===== src/rtl/seqmul_pkg.sv =====
package seqmul_pkg;
    typedef enum logic {
        PH_IDLE = 1'b0,
        PH_RUN  = 1'b1
    } phase_e;
endpackage


===== src/rtl/seqmul_ctrl.sv =====
module seqmul_ctrl
    import seqmul_pkg::*;
#(
    parameter int WIDTH = 8
) (
    input  logic clk,
    input  logic rst,
    input  logic ce,
    input  logic in_valid,
    output logic load,
    output logic step,
    output logic last
);
    localparam int CW = $clog2(WIDTH + 1);

    typedef struct packed {
        phase_e         phase;
        logic [CW-1:0]  left;
    } ctrl_t;

    ctrl_t st_d, st_q;

    always_comb begin
        st_d = st_q;
        if (ce) begin
            if (in_valid) begin
                st_d.phase = PH_RUN;
                st_d.left  = CW'(WIDTH);
            end else if (st_q.phase == PH_RUN) begin
                st_d.left = st_q.left - CW'(1);
                if (st_q.left == CW'(1)) st_d.phase = PH_IDLE;
            end
        end
    end

    always_ff @(posedge clk) begin
        if (rst) st_q <= '0;
        else     st_q <= st_d;
    end

    assign load = ce & in_valid;
    assign step = ce & ~in_valid & (st_q.phase == PH_RUN);
    assign last = step & (st_q.left == CW'(1));
endmodule


===== src/rtl/seqmul_datapath.sv =====
module seqmul_datapath #(
    parameter int WIDTH = 8
) (
    input  logic               clk,
    input  logic               rst,
    input  logic               load,
    input  logic               step,
    input  logic               last,
    input  logic [WIDTH-1:0]   op_a,
    input  logic [WIDTH-1:0]   op_b,
    output logic [2*WIDTH-1:0] prod,
    output logic               done
);
    localparam int PW = 2 * WIDTH;

    typedef struct packed {
        logic [PW-1:0]    mcand;
        logic [WIDTH-1:0] mplier;
        logic [PW-1:0]    acc;
        logic [PW-1:0]    result;
        logic             fin;
    } dp_t;

    dp_t dp_d, dp_q;
    logic [PW-1:0] partial_sum;

    always_comb begin
        dp_d        = dp_q;
        partial_sum = dp_q.acc + (dp_q.mplier[0] ? dp_q.mcand : '0);
        if (load) begin
            dp_d.mcand  = {{WIDTH{1'b0}}, op_a};
            dp_d.mplier = op_b;
            dp_d.acc    = '0;
            dp_d.fin    = 1'b0;
        end else if (step) begin
            dp_d.mcand  = dp_q.mcand << 1;
            dp_d.mplier = dp_q.mplier >> 1;
            dp_d.acc    = partial_sum;
            if (last) begin
                dp_d.result = partial_sum;
                dp_d.fin    = 1'b1;
            end
        end
    end

    always_ff @(posedge clk) begin
        if (rst) dp_q <= '0;
        else     dp_q <= dp_d;
    end

    assign prod = dp_q.result;
    assign done = dp_q.fin;
endmodule


===== src/rtl/seqmul_top.sv =====
module seqmul_top #(
    parameter int WIDTH = 8
) (
    input  logic               clk,
    input  logic               rst,
    input  logic               ce,
    input  logic               in_valid,
    input  logic [WIDTH-1:0]   op_a,
    input  logic [WIDTH-1:0]   op_b,
    output logic [2*WIDTH-1:0] prod,
    output logic               done
);
    logic load, step, last;

    seqmul_ctrl #(.WIDTH(WIDTH)) u_ctrl (
        .clk(clk), .rst(rst), .ce(ce), .in_valid(in_valid),
        .load(load), .step(step), .last(last)
    );

    seqmul_datapath #(.WIDTH(WIDTH)) u_dp (
        .clk(clk), .rst(rst), .load(load), .step(step), .last(last),
        .op_a(op_a), .op_b(op_b), .prod(prod), .done(done)
    );
endmodule


===== config.mk =====
export PLATFORM = sky130hd
export DESIGN_NAME = seqmul_top
export DESIGN_NICKNAME = d
export VERILOG_FILES = /design/src/rtl/seqmul_pkg.sv /design/src/rtl/seqmul_ctrl.sv /design/src/rtl/seqmul_datapath.sv /design/src/rtl/seqmul_top.sv
export SDC_FILE = /design/constraint.sdc
export NUM_CORES = 1
export LEC_CHECK = 0
export BUFFER_PORTS_ARGS = -buffer_cell sky130_fd_sc_hd__buf_2
export CAP_MARGIN = 0
export CORE_MARGIN = 2
export CORE_UTILIZATION = 40
export CTS_CLUSTER_DIAMETER = 200
export DETAILED_ROUTE_END_ITERATION = 10
export PLACE_DENSITY = 0.57
export SYNTH_ARGS = -nofsm -noshare
export SYNTH_HDL_FRONTEND = slang
export SYNTH_HIERARCHICAL = 1
export SYNTH_SLANG_ARGS = --single-unit

===== constraint.sdc =====
create_clock -name clk -period 3 [get_ports clk]
set_input_delay 0.15 -clock clk [delete_from_list [all_inputs] [get_ports clk]]
set_output_delay 0.15 -clock clk [all_outputs]
set_load 0.05 [all_outputs]

==> flow_metrics.env <==
export IMPL_status="completed"
export IMPL_cts_buffers=9
export IMPL_grt_pass1_vias=3066
export IMPL_root_buffer="clkbuf_8"
export IMPL_slew_viol_final=0
export IMPL_grt_overflow=0
export IMPL_vdd_ir_drop_max_mv=0.2039
export IMPL_cp_end_kind="register"
export IMPL_synth_area_mm2=0.003745
export IMPL_p_seq_share_pct=49.7
export IMPL_p_comb_share_pct=6.1
export IMPL_synthArstFlopShare_pct=0
export IMPL_core_area_mm2=0.009153
export IMPL_worstPathMaxFanout=16
export IMPL_yosys_warnings=6
export IMPL_crit_chain="buf_4 > and2_1 > fa_1 > a21o_1 > a311oi_2 > o21bai_2 > o211a_1 > or3_1"
export IMPL_yosysTopAreaCellShare_pct=33.14
export IMPL_floorplan_initialDensity_pct=40.92
export IMPL_max_freq_mhz=377.2
export IMPL_cellInternalPower_uw=1258
export IMPL_syn_inst=458
export IMPL_drive_gt1_share_pct=15.01
export IMPL_synth_area_top_cells="dfxtp_1, mux2i_1, ha_1"
export IMPL_hp_class="input pin to register"
export IMPL_clkPwrFrac_pct=44.2
export IMPL_switching_share_pct=26.03
export IMPL_fp_row_count=35
export IMPL_antenna_found_initial=0
export IMPL_routedWlPerCell_um=15.53
export IMPL_path_class="register to register"
export IMPL_tns_ns=0
export IMPL_grt_pass1_wl_mm=15.01
export IMPL_fp_dieArea_mm2=0.01015
export IMPL_syn_avg_cell_area_um2=8.177
export IMPL_postCtsSetupRepairBufs=0
export IMPL_period_minus_slack_ns=2.651
export IMPL_grt_max_degree=33
export IMPL_cts_hold_buf=0
export IMPL_fp_dieH_um=100.8
export IMPL_timing_final_hold_violations=0
export IMPL_power_per_cell_area_mw_per_mm2=419.4
export IMPL_final_setup_viol_count=0
export IMPL_grt_setup_unrepaired="false"
export IMPL_switchingPower_uw=442.8
export IMPL_syn2layout_area_growth_pct=8.319
export IMPL_power_uw=1701
export IMPL_drt_iter0_markers=132
export IMPL_vias=3276
export IMPL_io_pins=37
export IMPL_cts_resized=0
export IMPL_fin_crit_sh_pct=88.37
export IMPL_syn_num_nets=496
export IMPL_fin_worst_skew_ns=0.01205
export IMPL_cts_max_level=3
export IMPL_slowest_delay_ns=0.44
export IMPL_crit_arrival_ns=2.88
export IMPL_synth_edf_count=0
export IMPL_startpoint_type="register"
export IMPL_crit_buf_inv=1
export IMPL_max_slew_margin_pct=30.78
export IMPL_crit_family="compound AO/OA/AOI/OAI gates"
export IMPL_clk_latency_ns=0.35
export IMPL_fin_nets=506
export IMPL_grt_usage_pct=18.66
export IMPL_slowest_stage="fa_1"
export IMPL_fp_dieW_um=100.8
export IMPL_gp_congestion=0.8406
export IMPL_p_leak_uw=0.001718
export IMPL_cts_tree="yes"
export IMPL_dp_hpwl_mm=6.312
export IMPL_ys_seq_area_share_pct=33.14
export IMPL_io_buffer_count=36
export IMPL_tightest_slew_ns=1.034
export IMPL_drv_cap=0
export IMPL_drc_errors=0
export IMPL_firstDrtPassIters=4
export IMPL_diodes=0
export IMPL_cts_path_max_buffers=2
export IMPL_crit_required_ns=3.23
export IMPL_cts_sinks=62
export IMPL_wirelength_mm=9.070
export IMPL_synthFlopType="dfxtp_1"
export IMPL_yosysUniqueCellTypes=55
export IMPL_yosys_area_top_type="dfxtp_1"
export IMPL_cts_clk_slew_worst_paths_ns=0.08
export IMPL_whs_ns=0.02403
export IMPL_ys_ff_latch=62
export IMPL_vias_per_cell=5.610
export IMPL_ant_nets=0
power by group through the flow:
stage          Combinational, µW  Clock, µW  Sequential, µW
6_report                     104        752             845
3_3_place_gp                 103          0             864
4_1_cts                      105        774             845
2_1_floorplan               72.2          0             862
3_5_place_dp                 104          0             865
5_1_grt                      117        804             847
cell families after synthesis:
group	count (synthesis)	synth area share, %
adder cells (fa/ha/maj)	18	6.214
buffers and inverters	55	7.986
multiplexers	28	7.518
AND/OR/NAND/NOR	175	23.29
XOR/XNOR	4	0.9357
AO/OA/AOI/OAI	116	20.92
flip-flops	62	33.14
synth_stat cells (15+ instances only):
cell,number
a21oi_1,38
and2_1,18
buf_4,16
clkbuf_1,19
dfxtp_1,62
ha_1,17
mux2i_1,27
nand2_1,28
nand3_1,24
nor2_1,53
o211ai_1,15
cell type report:
class | count | area (µm²)
clock buffer | 9 | 123.9
clock inverter | 7 | 73.82
sequential | 62 | 1241
tap | 111 | 138.9
timing repair buffer | 43 | 232.7
fill | 923 | 5096
multi-input combinational | 341 | 2205
inverter | 11 | 41.29
cell usage in the layout, fill, tap and decap left out, drive strengths merged, types with 10 or more instances in the layout:
cell type  instances
ha                17
and2              18
dfxtp             62
o21ai             13
o211ai            15
nand2             28
buf               43
nor3              13
nand3             24
mux2i             27
and3              10
inv               11
a21oi             38
nor2              53
a21o              10
metal layers:
| layer | track usage, % | vias to the layer above | share of wire, % | wire length (µm) |
|---|---|---|---|---|
| met3 | 4.854 | 13 | 5.6 | 505 |
| met5 | 0 | - | 0 | 0 |
| met1 | 24.83 | 1525 | 48 | 4330 |
| li1 | - | 1663 | - | - |
| met4 | 6.112 | 0 | 1.5 | 136 |
| met2 | 29.44 | 75 | 45 | 4097 |
through the flow:
step | utilization (%) | worst slack, ns | instance area [µm²] | std cells
floorplan | - | 0.3674 | 3745 | 458
global placement | 42.16 | 0.4095 | 3859 | 568
detailed placement | 42.16 | 0.3778 | 3859 | 568
CTS | 44.32 | 0.3443 | 4056 | 584
global route | 44.32 | 0.1937 | 4056 | 584
finish | 44.32 | 0.3488 | 4056 | 584
flip-flops by register name (all words and copies together) (netlist names):
register	flops
u_dp/prod	16
u_dp/dp_q	40
u_dp/done	1
u_ctrl/st_q	5
worst paths after layout:
path	from	end	slack [ns]	cells past startpoint
min	op_b[2]	u_dp/dp_q[35]	0.02	3
max reg2reg	u_dp/dp_q[33]	u_dp/prod[12]	0.35	8
max	u_dp/dp_q[33]	u_dp/prod[12]	0.35	8
min reg2reg	u_dp/prod[6]	u_dp/prod[6]	0.45	2
tightest hold or removal path, cell delays in order:
cell and delay [ns]:
buf_2 0.07, a21oi_1 0.05, nor2_1 0.07
Note: power is estimated with default switching activity, not from simulation.
